**config.mk**
```make
export PLATFORM = sky130hd
export DESIGN_NAME = ext_irq_sense
export DESIGN_NICKNAME = d
export VERILOG_FILES = /design/src/rtl/exti_pkg.sv /design/src/rtl/exti_sync.sv /design/src/rtl/exti_edge.sv /design/src/rtl/exti_regs.sv /design/src/rtl/ext_irq_sense.sv
export SDC_FILE = /design/constraint.sdc
export NUM_CORES = 1
export LEC_CHECK = 0
export BUFFER_PORTS_ARGS = -buffer_cell sky130_fd_sc_hd__clkbuf_2
export CORE_AREA = 3 3 90 84
export DETAILED_ROUTE_END_ITERATION = 6
export DIE_AREA = 0 0 93 87
export PLACE_DENSITY = 0.6
export SLEW_MARGIN = 15
export SYNTH_ARGS = -nofsm -noshare
export SYNTH_HDL_FRONTEND = slang
export SYNTH_SLANG_ARGS = --single-unit
```
**constraint.sdc**
```tcl
create_clock -name clk -period 3.5 [get_ports clk]
set_clock_uncertainty 0.15 [all_clocks]
set_input_delay 0.35 -clock clk [delete_from_list [all_inputs] [get_ports clk]]
set_output_delay 0.35 -clock clk [all_outputs]
set_load 0.005 [all_outputs]
```
**src/rtl/exti_pkg.sv**
```systemverilog
package exti_pkg;

    typedef enum logic [1:0] {
        SENSE_LOW  = 2'b00,
        SENSE_ANY  = 2'b01,
        SENSE_FALL = 2'b10,
        SENSE_RISE = 2'b11
    } sense_e;

    localparam int MODE_W       = 2;
    localparam int PINS_PER_REG = 4;

endpackage

```
**src/rtl/exti_sync.sv**
```systemverilog
module exti_sync #(
    parameter int NUM_PINS = 8,
    parameter int STAGES   = 2
) (
    input  logic                clk,
    input  logic                rst_n,
    input  logic [NUM_PINS-1:0] pin_i,
    output logic [NUM_PINS-1:0] cur_o,
    output logic [NUM_PINS-1:0] prev_o
);

    typedef struct packed {
        logic [STAGES-1:0][NUM_PINS-1:0] chain;
        logic [NUM_PINS-1:0]             prev;
    } sync_t;

    sync_t sync_d, sync_q;

    always_comb begin
        sync_d          = sync_q;
        sync_d.chain[0] = pin_i;
        for (int s = 1; s < STAGES; s++) begin
            sync_d.chain[s] = sync_q.chain[s-1];
        end
        sync_d.prev = sync_q.chain[STAGES-1];
    end

    always_ff @(posedge clk or negedge rst_n) begin
        if (!rst_n) begin
            sync_q <= '1;
        end else begin
            sync_q <= sync_d;
        end
    end

    assign cur_o  = sync_q.chain[STAGES-1];
    assign prev_o = sync_q.prev;

endmodule

```
**src/rtl/exti_edge.sv**
```systemverilog
module exti_edge
    import exti_pkg::*;
(
    input  sense_e mode_i,
    input  logic   cur_i,
    input  logic   prev_i,
    output logic   evt_o,
    output logic   lvl_o
);

    always_comb begin
        evt_o = 1'b0;
        lvl_o = 1'b0;
        unique case (mode_i)
            SENSE_LOW:  lvl_o = ~cur_i;
            SENSE_ANY:  evt_o = cur_i ^ prev_i;
            SENSE_FALL: evt_o = prev_i & ~cur_i;
            SENSE_RISE: evt_o = ~prev_i & cur_i;
            default:    evt_o = 1'b0;
        endcase
    end

endmodule

```
**src/rtl/exti_regs.sv**
```systemverilog
module exti_regs
    import exti_pkg::*;
#(
    parameter int NUM_PINS = 8,
    parameter int N_SENSE  = NUM_PINS / PINS_PER_REG,
    parameter int ADDR_W   = $clog2(N_SENSE + 2)
) (
    input  logic                         clk,
    input  logic                         rst_n,
    input  logic [ADDR_W-1:0]            addr_i,
    input  logic                         we_i,
    input  logic [NUM_PINS-1:0]          wdata_i,
    input  logic [NUM_PINS-1:0]          evt_i,
    output logic [NUM_PINS-1:0]          rdata_o,
    output logic [MODE_W*NUM_PINS-1:0]   sense_o,
    output logic [NUM_PINS-1:0]          mask_o,
    output logic [NUM_PINS-1:0]          flag_o
);

    localparam int DATA_W = NUM_PINS;
    localparam logic [ADDR_W-1:0] MASK_ADDR = ADDR_W'(N_SENSE);
    localparam logic [ADDR_W-1:0] FLAG_ADDR = ADDR_W'(N_SENSE + 1);

    typedef struct packed {
        logic [N_SENSE-1:0][DATA_W-1:0] sense;
        logic [DATA_W-1:0]              mask;
        logic [DATA_W-1:0]              flags;
    } regs_t;

    regs_t regs_d, regs_q;
    logic [DATA_W-1:0] clr_bits;

    always_comb begin
        regs_d = regs_q;
        for (int r = 0; r < N_SENSE; r++) begin
            if (we_i && addr_i == ADDR_W'(r)) begin
                regs_d.sense[r] = wdata_i;
            end
        end
        if (we_i && addr_i == MASK_ADDR) begin
            regs_d.mask = wdata_i;
        end
        clr_bits     = (we_i && addr_i == FLAG_ADDR) ? wdata_i : '0;
        regs_d.flags = (regs_q.flags & ~clr_bits) | evt_i;
    end

    always_ff @(posedge clk or negedge rst_n) begin
        if (!rst_n) begin
            regs_q <= '0;
        end else begin
            regs_q <= regs_d;
        end
    end

    always_comb begin
        rdata_o = '0;
        for (int r = 0; r < N_SENSE; r++) begin
            if (addr_i == ADDR_W'(r)) begin
                rdata_o = regs_q.sense[r];
            end
        end
        if (addr_i == MASK_ADDR) rdata_o = regs_q.mask;
        if (addr_i == FLAG_ADDR) rdata_o = regs_q.flags;
    end

    assign sense_o = regs_q.sense;
    assign mask_o  = regs_q.mask;
    assign flag_o  = regs_q.flags;

endmodule

```
**src/rtl/ext_irq_sense.sv**
```systemverilog
module ext_irq_sense
    import exti_pkg::*;
#(
    parameter int NUM_PINS    = 8,
    parameter int SYNC_STAGES = 2,
    parameter int ADDR_W      = 2
) (
    input  logic                clk,
    input  logic                rst_n,
    input  logic [NUM_PINS-1:0] pin_i,
    input  logic                glb_en_i,
    input  logic [ADDR_W-1:0]   bus_addr_i,
    input  logic                bus_we_i,
    input  logic [NUM_PINS-1:0] bus_wdata_i,
    output logic [NUM_PINS-1:0] bus_rdata_o,
    output logic [NUM_PINS-1:0] pending_o,
    output logic                irq_o
);

    localparam int N_SENSE = NUM_PINS / PINS_PER_REG;
    localparam logic [ADDR_W-1:0] FLAG_ADDR = ADDR_W'(N_SENSE + 1);

    logic [NUM_PINS-1:0]        cur_vec;
    logic [NUM_PINS-1:0]        prev_vec;
    logic [NUM_PINS-1:0]        evt_vec;
    logic [NUM_PINS-1:0]        lvl_vec;
    logic [NUM_PINS-1:0]        mask_q;
    logic [NUM_PINS-1:0]        flag_q;
    logic [MODE_W*NUM_PINS-1:0] sense_vec;

    exti_sync #(
        .NUM_PINS (NUM_PINS),
        .STAGES   (SYNC_STAGES)
    ) u_sync (
        .clk    (clk),
        .rst_n  (rst_n),
        .pin_i  (pin_i),
        .cur_o  (cur_vec),
        .prev_o (prev_vec)
    );

    for (genvar n = 0; n < NUM_PINS; n++) begin : g_pin
        exti_edge u_edge (
            .mode_i (sense_e'(sense_vec[MODE_W*n +: MODE_W])),
            .cur_i  (cur_vec[n]),
            .prev_i (prev_vec[n]),
            .evt_o  (evt_vec[n]),
            .lvl_o  (lvl_vec[n])
        );
    end

    exti_regs #(
        .NUM_PINS (NUM_PINS),
        .N_SENSE  (N_SENSE),
        .ADDR_W   (ADDR_W)
    ) u_regs (
        .clk     (clk),
        .rst_n   (rst_n),
        .addr_i  (bus_addr_i),
        .we_i    (bus_we_i),
        .wdata_i (bus_wdata_i),
        .evt_i   (evt_vec),
        .rdata_o (bus_rdata_o),
        .sense_o (sense_vec),
        .mask_o  (mask_q),
        .flag_o  (flag_q)
    );

    assign pending_o = (flag_q | lvl_vec) & mask_q & {NUM_PINS{glb_en_i}};
    assign irq_o     = |pending_o;

endmodule

```
After elaboration in Yosys (flattened, before gate mapping)
Cells that the tools add are included.
{"block": "classes", "mux": 21, "reduce_logical": 14, "bitwise_logic": 46, "eq_ne": 27}
{"operator": "two-way mux 8 bit", "count": 5}
{"operator": "== test 2 bit (second input constant)", "count": 18}
{"operator": "bitwise AND 8 bit", "count": 3}
{"operator": "one-hot mux 1 bit (3 select lines)", "count": 8}
{"operator": "== test 2 x 1 -> 1 bit (second input constant)", "count": 9}
{"operator": "zero test 2 bit", "count": 9}
{"operator": "bitwise AND 1 bit", "count": 16}
{"operator": "inverter 1 bit", "count": 16}
{"operator": "OR 8 bit", "count": 2}
{"operator": "two-way mux 1 bit", "count": 8}
{"operator": "inverter 8 bit", "count": 1}
{"operator": "OR reduction 8 bit", "count": 1}
{"operator": "bitwise XOR 1 bit", "count": 8}
{"operator": "logical AND 1 bit", "count": 4}
{"block": "totals", "regBits": 56, "word_cells": 115}

Longest topological paths before layout
{"block": "logic_depth", "ltp_word": 6, "depth_mapped": 5, "ltp_nobuf": 5}

Modules after synthesis
A second synthesis with hierarchy kept.
{"block": "unflattened", "cells_unflattened": 196, "hier_area_um2": 2778.9}
{"module": "exti_regs", "n_inst": 1, "seq_area_each_um2": 800.8, "area_each_um2": 1466.4, "cells_each": 88}
{"module": "exti_sync", "n_inst": 1, "seq_area_each_um2": 630.6, "area_each_um2": 690.7, "cells_each": 32}
{"module": "exti_edge", "n_inst": 8, "seq_area_each_um2": 0.0, "area_each_um2": 63.8, "cells_each": 8}
{"module": "ext_irq_sense", "n_inst": 1, "seq_area_each_um2": 0.0, "area_each_um2": 111.4, "cells_each": 12}

Least setup slack after synthesis
No wires, ideal clock.
{"block": "synth_timing", "path_kind": "reg-to-output", "start": "register u_sync.sync_q (netlist bit u_sync.cur_o[6])", "end": "output irq_o", "stages_incl_launch_ff": 5, "t_arrival_ns": 1.144, "setup_slack_ns": 1.856, "path_buffers": 0, "path_cell_list": "dfstp_2 nor3_1 o211a_1 nor4_1 nand2_1"}
{"block": "synth_via", "elab_chain_len": 6}
{"element": "from (decl)", "line_no": "exti_sync.sv:17", "source": "sync_t sync_d, sync_q;"}
{"element": "from (signal assigned)", "line_no": "exti_sync.sv:32", "source": "sync_q <= sync_d;"}
{"element": "inverter 1 bit", "line_no": "exti_edge.sv:15", "source": "SENSE_LOW: lvl_o = ~cur_i;"}
{"element": "two-way mux 1 bit", "line_no": "exti_edge.sv:14", "source": "unique case (mode_i)"}
{"element": "OR 8 bit", "line_no": "ext_irq_sense.sv:69", "source": "assign pending_o = (flag_q | lvl_vec) & mask_q & {NUM_PINS{glb_en_i}};"}
{"element": "bitwise AND 8 bit (2 in a row)", "line_no": "ext_irq_sense.sv:69"}
{"element": "named net pending_o[6]", "line_no": "ext_irq_sense.sv:16", "source": "output logic [NUM_PINS-1:0] pending_o,"}
{"element": "OR reduction 8 bit", "line_no": "ext_irq_sense.sv:70", "source": "assign irq_o = |pending_o;"}
{"element": "to (decl)", "line_no": "ext_irq_sense.sv:17", "source": "output logic irq_o"}
The timed path passes the listed nets, and every way through them passes these cells.

Worst setup path in the final report
{"block": "layout_timing", "start": "register u_sync.sync_q (netlist bit u_sync.cur_o[7])", "end": "output irq_o"}
{"block": "layout_via", "elab_chain_len": 6}
{"element": "inverter 1 bit", "line_no": "exti_edge.sv:15"}
{"element": "two-way mux 1 bit", "line_no": "exti_edge.sv:14"}
{"element": "OR 8 bit", "line_no": "ext_irq_sense.sv:69"}
{"element": "bitwise AND 8 bit (2 in a row)", "line_no": "ext_irq_sense.sv:69"}
{"element": "OR reduction 8 bit", "line_no": "ext_irq_sense.sv:70"}
No other way between the ends.

==> impl_metrics.csv <==
group,metric,value,unit
min_path,worstHoldStart,"bus_wdata_i[6]",
sta,rsz0062_at_grt,"no",
clock_tree,clock-root-buffer,"clkbuf_8",
power_and_ir_drop,p_switching,0.418,mW
clock_tree,cts.sinks,56,
synthesis,synth_seq_cells,56,
worst_setup_path,worst_setup_path_start_kind,"register",
sta,maxSlewHeadroom,0.639,
run_status,violations,"design-rule violations",
floorplanning,fp-row-count,28,
cells_and_area,multi_input_area,1110,um2
cells_and_area,syn2layout_area_growth,17.6,%
placed_design,port-buffer-count,38,
floorplanning,core_area,6590,um2
worst_setup_path,crit_arrival,1.84,ns
placed_design,dp.cells,319,
synthesis,seq_area_frac_synth,0.542,
sta,tightest_slew,0.541,ns
power_and_ir_drop,p_int,1.07,mW
synthesis,synth.most_common_cell,"dfrtp_1",
sta,final-hold-violation-count,0,
power_and_ir_drop,leakage,1.46,nW
worst_setup_path,r2r.worst_path.cells,4,
synthesis,synth_area,2640,um2
sta,finalSetupTns,0,ns
floorplanning,start_util,0.401,
power_and_ir_drop,clockPowerShare,0.244,
clock_tree,cts_tree,"done",
worst_setup_path,worstSetupPathType,"register to output port",
detailed_routing,vias,1699,
synthesis,synthCells,193,
synthesis,ys_types,21,
job,cap_violations,0,
detailed_routing,ant_nets,0,
power_and_ir_drop,p_seq_frac,0.563,
clock_tree,h-tree-depth,2,
sta,post-route-period-util,0.667,
worst_setup_path,cp-end-kind,"output port",
cells_and_area,diodes,0,
floorplanning,io-pin-count,39,
synthesis,avgSynthCellArea,13.7,um2
synthesis,synth_area_leaders,"dfrtp_1, dfstp_2, mux2_2, mux4_1, ha_1",
synthesis,synth-edff-count,0,
clock_tree,clockBufferDepth,2,
synthesis,yosys-top-cells-count,"dfrtp_1, mux2_2, dfstp_2",
detailed_routing,viasPerCell,5.06,
floorplanning,die_area,8090,um2
global_routing,grt_pass1_wl,9150,um
clock_tree,cts.repair.resized,0,
clock_tree,clk_pin_slew,0.10,ns
cells_and_area,final_util,0.472,
cells_and_area,fillCellCount,638,
sta,min_period,2.34,ns
detailed_routing,drc,2,
min_path,hold_depth,2,
synthesis,async_flop_share,1.00,
detailed_routing,drt_iter0_drc,66,
sta,fmax,0.428,GHz
detailed_routing,drt_wl_total,5540,um
placed_design,dp_hpwl,4000,um
power_and_ir_drop,power_frac_comb,0.193,
floorplanning,fp.dieW,93,um
clock_tree,cts_buffers,5,
worst_setup_path,crit_required,3.00,ns
clock_tree,worstSkewPairLatency,0.31,ns
global_routing,antenna_found_initial,0,
global_routing,grt_max_degree,24,
synthesis,synth_top_cell_area_share,0.303,
sta,setup_viol,0,
synthesis,synth_flop_cell,"dfrtp_1",
detailed_routing,firstDrtPassIters,7,
global_routing,grt_usage,0.149,
run_status,status,"finished with violations",
synthesis,yosysTopAreaCell,"dfrtp_1",
power_and_ir_drop,switching_share,0.280,
min_path,min_path_type,"primary input to register",
worst_setup_path,cp_max_fo,4,
cells_and_area,fin_nets,283,
synthesis,syn_nets,231,
worst_setup_path,r2r_start,"u_sync.cur_o[3]",
global_routing,grt_pass1_vias,1779,
cells_and_area,drive_gt1_frac,0.411,
floorplanning,die_h,87,um
power_and_ir_drop,p_per_area,480,nW/um2
worst_setup_path,timing.rr.end,"u_regs.flag_o[3]",
power_and_ir_drop,peakVddDrop,0.218,mV
synthesis,ys.warnings.count,0,
cells_and_area,ff_latch_area,1430,um2
detailed_routing,wire_per_inst,16.5,um
placed_design,place.gp.congestion,0.776,
global_routing,grt_remaining_overflow,0,
sta,maxSlewViolCount,0,
cells_and_area,instances_no_fill,336,
min_path,holdPathEnd,"u_regs.sense_o[6]",
worst_setup_path,r2r_setup_slack,1.87,ns
how the worst max path moves through the flow:
| stage | cells past startpoint | to | start |
|---|---|---|---|
| global route | 5 | irq_o | u_sync.cur_o[7] |
| CTS | 5 | irq_o | u_sync.cur_o[7] |
| finish | 5 | irq_o | u_sync.cur_o[7] |
| global placement | 5 | irq_o | u_sync.cur_o[7] |
| floorplan | 4 | irq_o | u_sync.cur_o[6] |
| detailed placement | 5 | irq_o | u_sync.cur_o[7] |
sequential cells by signal, summed over array words and instances (netlist names):
| name | flops |
|---|---|
| u_regs.sense_o | 16 |
| u_sync.prev_o | 8 |
| u_sync.sync_d | 8 |
| u_sync.cur_o | 8 |
| u_regs.flag_o | 8 |
| u_regs.mask_o | 8 |
metal layers:
| metal | up-vias | track usage | wire length, um |
|---|---|---|---|
| met3 | 6 | 0.0311 | 215 |
| met1 | 847 | 0.205 | 2700 |
| met5 | - | 0 | 0 |
| met2 | 38 | 0.235 | 2550 |
| met4 | 0 | 0.0479 | 73 |
| li1 | 808 | - | - |
metrics by stage:
step	hold WS [ns]	power, mW	setup slack (ns)	area (um2)
final	0.173	1.49	1.16	3110
after global routing	0.176	1.58	0.976	3110
after CTS	0.169	1.51	1.09	3110
after detailed placement	0.197	1.13	1.45	2920
after global placement	0.192	1.13	1.47	2920
after floorplan	-0.0956	0.998	1.86	2640
final cells by class:
cell class	count	share of cell area
flip-flops and latches	56	0.461
repair buffers	49	0.0951
clock buffers	6	0.0266
clock inverters	2	0.00322
well taps	90	0.0363
multi-input cells	116	0.357
inverters	17	0.0205
logic make-up after synthesis:
family | share of synthesized area
muxes | 0.190
adders and majority gates | 0.0758
AOI/OAI and AO/OA | 0.0748
buffers and inverters | 0.0379
DFF | 0.542
and+or+nand+nor | 0.0796
power by group through the flow:
stage / Sequential, mW / Combinational (mW) / Clock, mW
floorplan: 0.817 / 0.181 / 0
global placement: 0.847 / 0.278 / 0
detailed placement: 0.850 / 0.285 / 0
CTS: 0.838 / 0.294 / 0.379
global route: 0.856 / 0.323 / 0.404
finish: 0.839 / 0.288 / 0.364
critical path: stages (launching register included):
cell and delay (ns):
dfstp_2 0.57, nor3_1 0.06, o211a_1 0.23, nor4_1 0.44
nand2_1 0.10, clkbuf_2 0.13
placed cells by master (no fill, tap or decap), types with 6 or more instances in the layout:
master	synthesis	layout
nor2_1	8	8
nand2_1	21	21
mux2_2	25	25
dfrtp_1	32	32
mux4_1	8	8
o211a_1	8	8
o21ai_0	6	6
a221o_1	8	8
clkbuf_8	2	6
dlygate4sd3_1	0	9
clkbuf_2	1	38
dfstp_2	24	24
inv_1	17	17
ha_1	16	16
nor3_1	8	8
timing repair:
action	4_1_cts	5_1_grt
setup buffers	0	0
hold endpoints to repair	17	0
hold buffers	9	0
(Power assumes the default switching activity.)
